===== config.mk =====
export PLATFORM = sky130hd
export DESIGN_NAME = coinc_trigger_unit
export DESIGN_NICKNAME = d
export VERILOG_FILES = /design/src/rtl/ctu_pkg.sv /design/src/rtl/ctu_pulse_in.sv /design/src/rtl/ctu_stretch.sv /design/src/rtl/ctu_downscale.sv /design/src/rtl/ctu_readout.sv /design/src/rtl/coinc_trigger_unit.sv
export SDC_FILE = /design/constraint.sdc
export NUM_CORES = 1
export LEC_CHECK = 0
export ABC_CLOCK_PERIOD_IN_PS = 7630
export CORE_ASPECT_RATIO = 0.7
export CORE_UTILIZATION = 55
export CTS_BUF_LIST = sky130_fd_sc_hd__clkbuf_4 sky130_fd_sc_hd__clkbuf_8 sky130_fd_sc_hd__clkbuf_16
export CTS_CLUSTER_SIZE = 25
export DETAILED_ROUTE_END_ITERATION = 10
export DONT_BUFFER_PORTS = 1
export HOLD_SLACK_MARGIN = 0.05
export PLACE_DENSITY = 0.7
export SKIP_CTS_REPAIR_TIMING = 1
export SKIP_LAST_GASP = 1
export SLEW_MARGIN = 20
export SYNTH_ARGS = -nofsm -noshare
export SYNTH_HDL_FRONTEND = slang
export SYNTH_SLANG_ARGS = --single-unit

===== constraint.sdc =====
create_clock -name clk -period 7.63 [get_ports clk]
set_input_delay 0.763 -clock clk [delete_from_list [all_inputs] [get_ports clk]]
set_output_delay 0.763 -clock clk [all_outputs]
set_load 0.005 [all_outputs]

===== src/rtl/ctu_pkg.sv =====
package ctu_pkg;
  localparam int NSRC    = 3;
  localparam int SRC_DS  = 0;
  localparam int SRC_SEC = 1;
  localparam int SRC_CO  = 2;
  localparam logic [15:0] PKT_TAG = 16'h2367;
endpackage


===== src/rtl/ctu_pulse_in.sv =====
// Synchroniser followed by a rising-edge detector.
module ctu_pulse_in #(
  parameter int STAGES = 2
) (
  input  logic clk,
  input  logic rst,
  input  logic pulse_i,
  output logic rise_o
);
  logic [STAGES:0] sh;

  always_ff @(posedge clk) begin
    if (rst) sh <= '0;
    else     sh <= {sh[STAGES-1:0], pulse_i};
  end

  assign rise_o = sh[STAGES-1] & ~sh[STAGES];
endmodule


===== src/rtl/ctu_stretch.sv =====
// Holds active_o for win_i cycles (minimum 1) after each trigger; retriggerable.
module ctu_stretch #(
  parameter int W = 8
) (
  input  logic         clk,
  input  logic         rst,
  input  logic         trig_i,
  input  logic [W-1:0] win_i,
  output logic         active_o
);
  logic [W-1:0] cnt;

  always_ff @(posedge clk) begin
    if (rst)              cnt <= '0;
    else if (trig_i)      cnt <= (win_i == '0) ? W'(1) : win_i;
    else if (cnt != '0)   cnt <= cnt - 1'b1;
  end

  assign active_o = (cnt != '0);
endmodule


===== src/rtl/ctu_downscale.sv =====
// Passes one pulse in factor_i; 0 and 1 pass every pulse.
module ctu_downscale #(
  parameter int W = 8
) (
  input  logic         clk,
  input  logic         rst,
  input  logic         pulse_i,
  input  logic [W-1:0] factor_i,
  output logic         pass_o
);
  logic [W-1:0] cnt;
  logic         reach;

  assign reach  = ({1'b0, cnt} + 1'b1) >= {1'b0, factor_i};
  assign pass_o = pulse_i & reach;

  always_ff @(posedge clk) begin
    if (rst)            cnt <= '0;
    else if (pulse_i)   cnt <= reach ? '0 : cnt + 1'b1;
  end
endmodule


===== src/rtl/ctu_readout.sv =====
// Latches pattern and timestamp on capture, serves tag, pattern, timestamp words.
module ctu_readout #(
  parameter int RD_W  = 16,
  parameter int TS_W  = 48,
  parameter int PAT_W = 3,
  parameter logic [15:0] TAG = 16'h2367
) (
  input  logic             clk,
  input  logic             rst,
  input  logic             capture_i,
  input  logic [PAT_W-1:0] pattern_i,
  input  logic [TS_W-1:0]  ts_i,
  input  logic             next_i,
  output logic [RD_W-1:0]  data_o
);
  localparam int TS_WORDS = TS_W / RD_W;
  localparam int NWORDS   = 2 + TS_WORDS;
  localparam int IDX_W    = $clog2(NWORDS);

  logic [PAT_W-1:0] pat_q;
  logic [TS_W-1:0]  ts_q;
  logic [IDX_W-1:0] idx;
  logic [RD_W-1:0]  words [NWORDS];

  assign words[0] = RD_W'(TAG);
  assign words[1] = RD_W'(pat_q);

  for (genvar k = 0; k < TS_WORDS; k++) begin : g_ts_word
    assign words[2+k] = ts_q[TS_W-1-k*RD_W -: RD_W];
  end

  always_ff @(posedge clk) begin
    if (rst) begin
      pat_q  <= '0;
      ts_q   <= '0;
      idx    <= '0;
      data_o <= '0;
    end else begin
      if (capture_i) begin
        pat_q <= pattern_i;
        ts_q  <= ts_i;
        idx   <= '0;
      end else if (next_i && idx < IDX_W'(NWORDS-1)) begin
        idx <= idx + 1'b1;
      end
      data_o <= words[idx];
    end
  end
endmodule


===== src/rtl/coinc_trigger_unit.sv =====
module coinc_trigger_unit
  import ctu_pkg::*;
#(
  parameter int WIN_W       = 8,
  parameter int DS_W        = 8,
  parameter int TS_W        = 48,
  parameter int RD_W        = 16,
  parameter int CNT_W       = 16,
  parameter int SYNC_STAGES = 2
) (
  input  logic              clk,
  input  logic              rst,
  input  logic              fp_pulse_i,
  input  logic              sec_pulse_i,
  input  logic [NSRC-1:0]   cfg_src_en,
  input  logic [WIN_W-1:0]  cfg_window,
  input  logic [DS_W-1:0]   cfg_downscale,
  input  logic              rd_next_i,
  input  logic              rd_ack_i,
  output logic              raw_trig_o,
  output logic              live_trig_o,
  output logic              busy_o,
  output logic [RD_W-1:0]   rd_data_o,
  output logic [CNT_W-1:0]  cnt_fp_o,
  output logic [CNT_W-1:0]  cnt_sec_o,
  output logic [CNT_W-1:0]  cnt_raw_o
);
  logic fp_rise, sec_rise, ds_pass;
  logic fp_act, sec_act;
  logic ds_q, sec_q, co_q;
  logic co_lvl;
  logic [NSRC-1:0] src, recent, pattern;
  logic raw_next, live_next;
  logic [TS_W-1:0] ts_q;

  ctu_pulse_in #(.STAGES(SYNC_STAGES)) u_fp_in (
    .clk(clk), .rst(rst), .pulse_i(fp_pulse_i), .rise_o(fp_rise));
  ctu_pulse_in #(.STAGES(SYNC_STAGES)) u_sec_in (
    .clk(clk), .rst(rst), .pulse_i(sec_pulse_i), .rise_o(sec_rise));

  ctu_downscale #(.W(DS_W)) u_ds (
    .clk(clk), .rst(rst), .pulse_i(fp_rise), .factor_i(cfg_downscale), .pass_o(ds_pass));

  ctu_stretch #(.W(WIN_W)) u_fp_win (
    .clk(clk), .rst(rst), .trig_i(fp_rise), .win_i(cfg_window), .active_o(fp_act));
  ctu_stretch #(.W(WIN_W)) u_sec_win (
    .clk(clk), .rst(rst), .trig_i(sec_rise), .win_i(cfg_window), .active_o(sec_act));

  // Source pulses, all aligned one cycle after the edge detectors.
  assign co_lvl       = fp_act & sec_act;
  assign src[SRC_DS]  = ds_q;
  assign src[SRC_SEC] = sec_q;
  assign src[SRC_CO]  = co_lvl & ~co_q;

  // Per-source memory of firing within the window before a live trigger.
  for (genvar s = 0; s < NSRC; s++) begin : g_recent
    ctu_stretch #(.W(WIN_W)) u_recent (
      .clk(clk), .rst(rst), .trig_i(src[s]), .win_i(cfg_window), .active_o(recent[s]));
  end

  assign pattern   = src | recent;
  assign raw_next  = |(src & cfg_src_en);
  assign live_next = raw_next & ~busy_o;

  always_ff @(posedge clk) begin
    if (rst) begin
      ds_q        <= 1'b0;
      sec_q       <= 1'b0;
      co_q        <= 1'b0;
      raw_trig_o  <= 1'b0;
      live_trig_o <= 1'b0;
      busy_o      <= 1'b0;
      ts_q        <= '0;
      cnt_fp_o    <= '0;
      cnt_sec_o   <= '0;
      cnt_raw_o   <= '0;
    end else begin
      ds_q        <= ds_pass;
      sec_q       <= sec_rise;
      co_q        <= co_lvl;
      raw_trig_o  <= raw_next;
      live_trig_o <= live_next;
      if (live_next)     busy_o <= 1'b1;
      else if (rd_ack_i) busy_o <= 1'b0;
      ts_q        <= ts_q + 1'b1;
      cnt_fp_o    <= cnt_fp_o + CNT_W'(fp_rise);
      cnt_sec_o   <= cnt_sec_o + CNT_W'(sec_rise);
      cnt_raw_o   <= cnt_raw_o + CNT_W'(raw_next);
    end
  end

  ctu_readout #(.RD_W(RD_W), .TS_W(TS_W), .PAT_W(NSRC), .TAG(PKT_TAG)) u_rd (
    .clk(clk), .rst(rst), .capture_i(live_next), .pattern_i(pattern),
    .ts_i(ts_q), .next_i(rd_next_i & busy_o), .data_o(rd_data_o));
endmodule


==> summary.txt <==
status: completed
hold endpoint: u_fp_in.sh[0]
Seq/Total Area, Yosys: 45.1%
distinct cell type count after synthesis: 64
DIE AREA: 0.0188 mm^2
LEAKAGE: 0.00402 uW
FILL cells: 1588
Synth top area share: 45.1%
row cnt: 40
Worst-Skew Late Latency: 0.50 ns
RSZ-0062 raised after global routing: false
critical path type: reg -> reg
Slew @ Worst Pin: 1.06 ns
Max Slew Vio Count: 0
placed cell count: 1369
critical-path cell list: inv_1 -> ha_1 -> nor3b_1 -> and2_1 -> nor3_2 -> a21boi_0 -> inv_1 -> ha_1 -> and3_1 -> nor4b_1 -> nand3_1 -> xor2_1 -> nor2_1
slowest cell delay on critical path: 0.50 ns
num ports: 92
share of layout cells above drive strength 1: 6.03%
arrival time worst endpoint: 3.79 ns
CP endpoint kind: flip-flop
GPL Wtd Cong: 0.881
relative slew slack: 29.0%
initial antenna violation count: 0
first-pass GRT wire length: 36800 um
most common cell after layout, fill and taps aside: dfxtp_1
Reg-to-Reg End: cnt_raw_o[13]
Max-Cap Viols: 0
1st-iter DRT viols: 650
dpl hpwl: 14800 um
synth top area cells: dfxtp_1 45%, nand2_1 6.6%, a21oi_1 5.6%
CTS max path bufs: 3
FMAX: 294 MHz
FF-to-FF setup slack: 4.23 ns
Num CTS Buffers: 22
Area Overhead vs Synth: 8.71%
CTS Root Cell: clkbuf_16
Top FF cell, synth: dfxtp_1
crit path max fanout: 9
minimum clock period: 3.40 ns
Multi-input gate area: 0.00514 mm^2
worst min path class: in -> reg
power per cell area: 309 mW/mm^2
final net count: 1210
Chip Width: 163 um
synthesis warning total: 0
DRC: 0
DR vias/cell: 5.73
cell taking the most area after synthesis: dfxtp_1
Final period util: 44.6%
maximum vdd ir drop: 0.000188 V
post-synthesis instance total: 1192
pin count of the biggest net entering global routing: 224
flops & latches, synth: 226
commonest non-fill, non-tap cells in the layout: 226 x dfxtp_1, 176 x nand2_1, 145 x nor2_1
Worst Skew: 0.00895 ns
final setup vio count: 0
vias post-DR: 8062
DRT Pass-1 Iters: 5
Antenna Cells: 0
async set or reset register ratio after synthesis: 0%
TNS Setup: 0 ns
Mapped Area: 0.0100 mm^2
Reg area: 0.00452 mm^2
total grt overflow: 0
Wirelength per Cell: 15.9 um
Port Buffers: 0
clock slew at reported path FFs: 0.06 ns
Avg Inst Size Synth: 8.42 um^2
TritonCTS clock tree: done
Crit path required time: 8.02 ns
core area: 0.0175 mm^2
Post-Synthesis Net Count: 1240
CP startpoint kind: flip-flop
Critical Path Slowest Stage Cell: nor4b_1
reg2reg path depth: 13
Worst R2R Start: u_fp_win.cnt[0]
total power: 3370 uW
vias in the first global route: 7177
Hold Path Depth: 1
WL final: 22400 um
utilization after layout: 62.3%
GR Util All Layers: 24.0%
Top delay family on crit path: simple AND/OR/NAND/NOR gates
final hold vios: 0
Detail Route Antenna Nets: 0
hold_sp: rst
die height: 115 um
Initial Utilization: 57.3%
post-route insts no fill: 1408
total clock sinks: 226
crit path buf inv count: 2
CTS HTree Levels: 1
EDFF count, synth: 0
worst max path at each step:
stage,start,endpoint,cells after the start
after floorplan,u_fp_win.cnt[0],cnt_raw_o[13],14
after global placement,u_sec_win.cnt[0],cnt_raw_o[15],13
after detailed placement,u_fp_win.cnt[0],cnt_raw_o[13],13
after CTS,u_fp_win.cnt[0],cnt_raw_o[13],13
after global routing,u_sec_win.cnt[0],cnt_raw_o[13],13
final,u_fp_win.cnt[0],cnt_raw_o[13],13
worst reg2reg max path: cells and delay by family (launching register included):
kind / cells / cell delay (ns)
and+or+nand+nor: 7 / 1.69
adders and majority gates: 2 / 0.43
DFF: 1 / 0.42
AOI/OAI and AO/OA: 1 / 0.34
buffers and inverters: 2 / 0.22
xor gates and xnor gates: 1 / 0.18
area by class of cell:
class | instances | area share, %
multi-input combinational | 868 | 47.2
sequential | 226 | 41.5
clock buffer | 32 | 6.24
tap | 231 | 2.65
inverter | 39 | 1.34
clock inverter | 7 | 0.803
timing repair buffer | 5 | 0.344
flip-flops by register name (all words and copies together) (netlist names), 3 cells and up:
signal,cells
u_fp_win.cnt,8
u_rd.pat_q,3
u_rd.idx,3
cnt_fp_o,16
u_ds.cnt,8
u_rd.data_o,16
ts_q,48
cnt_sec_o,16
g_recent.u_recent.cnt,24
cnt_raw_o,16
u_rd.ts_q,48
u_fp_in.sh,3
u_sec_win.cnt,8
u_sec_in.sh,3
cell usage after synthesis, types with 3 or more instances:
cell and count:
dfxtp_1 226, nand2_1 176, nor2_1 145, a21oi_1 112, xor2_1 60, nand3_1 45
clkbuf_1 37, inv_1 37, xnor2_1 32, nor3_1 27, ha_1 23, nor2b_1 22
nand4_1 21, and3_1 17, mux2i_1 17, or3_1 15, o21ai_0 14, buf_2 13
o31ai_1 12, a211oi_1 11, or4_1 11, nand2b_1 10, a22o_1 7, buf_1 7
nor3b_1 7, and4_1 6, nor4_1 6, o21bai_1 6, a311oi_1 5, a21o_1 4
nor4_2 4, o211ai_1 4, a22oi_1 3, nand3_2 3, nand3b_1 3, nand4_2 3
nor4b_1 3, o211a_1 3, o41ai_1 3
where the power goes:
group          leakage, uW  switching [uW]  total (uW)  internal, uW
registers          0.00184             118        1420          1300
logic              0.00180             478         814           336
clock network     0.000384             452        1140           686
through the flow:
stage	hold WS (ns)	setup slack [ns]	cell area, um^2
after CTS	0.315	4.24	10900
after detailed placement	0.427	4.33	10100
final	0.326	4.23	10900
after floorplan	0.414	4.78	10000
after global placement	0.417	4.43	10100
after global routing	0.322	3.95	10900
routing by layer:
metal	share of wire [%]	vias up	track usage (%)
li1	-	4027	-
met1	51	3739	37.5
met2	39	271	32.6
met3	8.2	25	5.74
met4	1.8	0	5.62
met5	0	-	0
cells by family after synthesis:
logic type / Yosys count / synth area share, %
compound gates: 195 / 11.8
flops: 226 / 45.1
xor+xnor: 92 / 8.03
mux: 19 / 1.92
simple gates: 539 / 26.4
fa+ha+maj: 23 / 2.87
buf+inv: 98 / 3.94
Note: power is estimated with default switching activity, not from simulation.
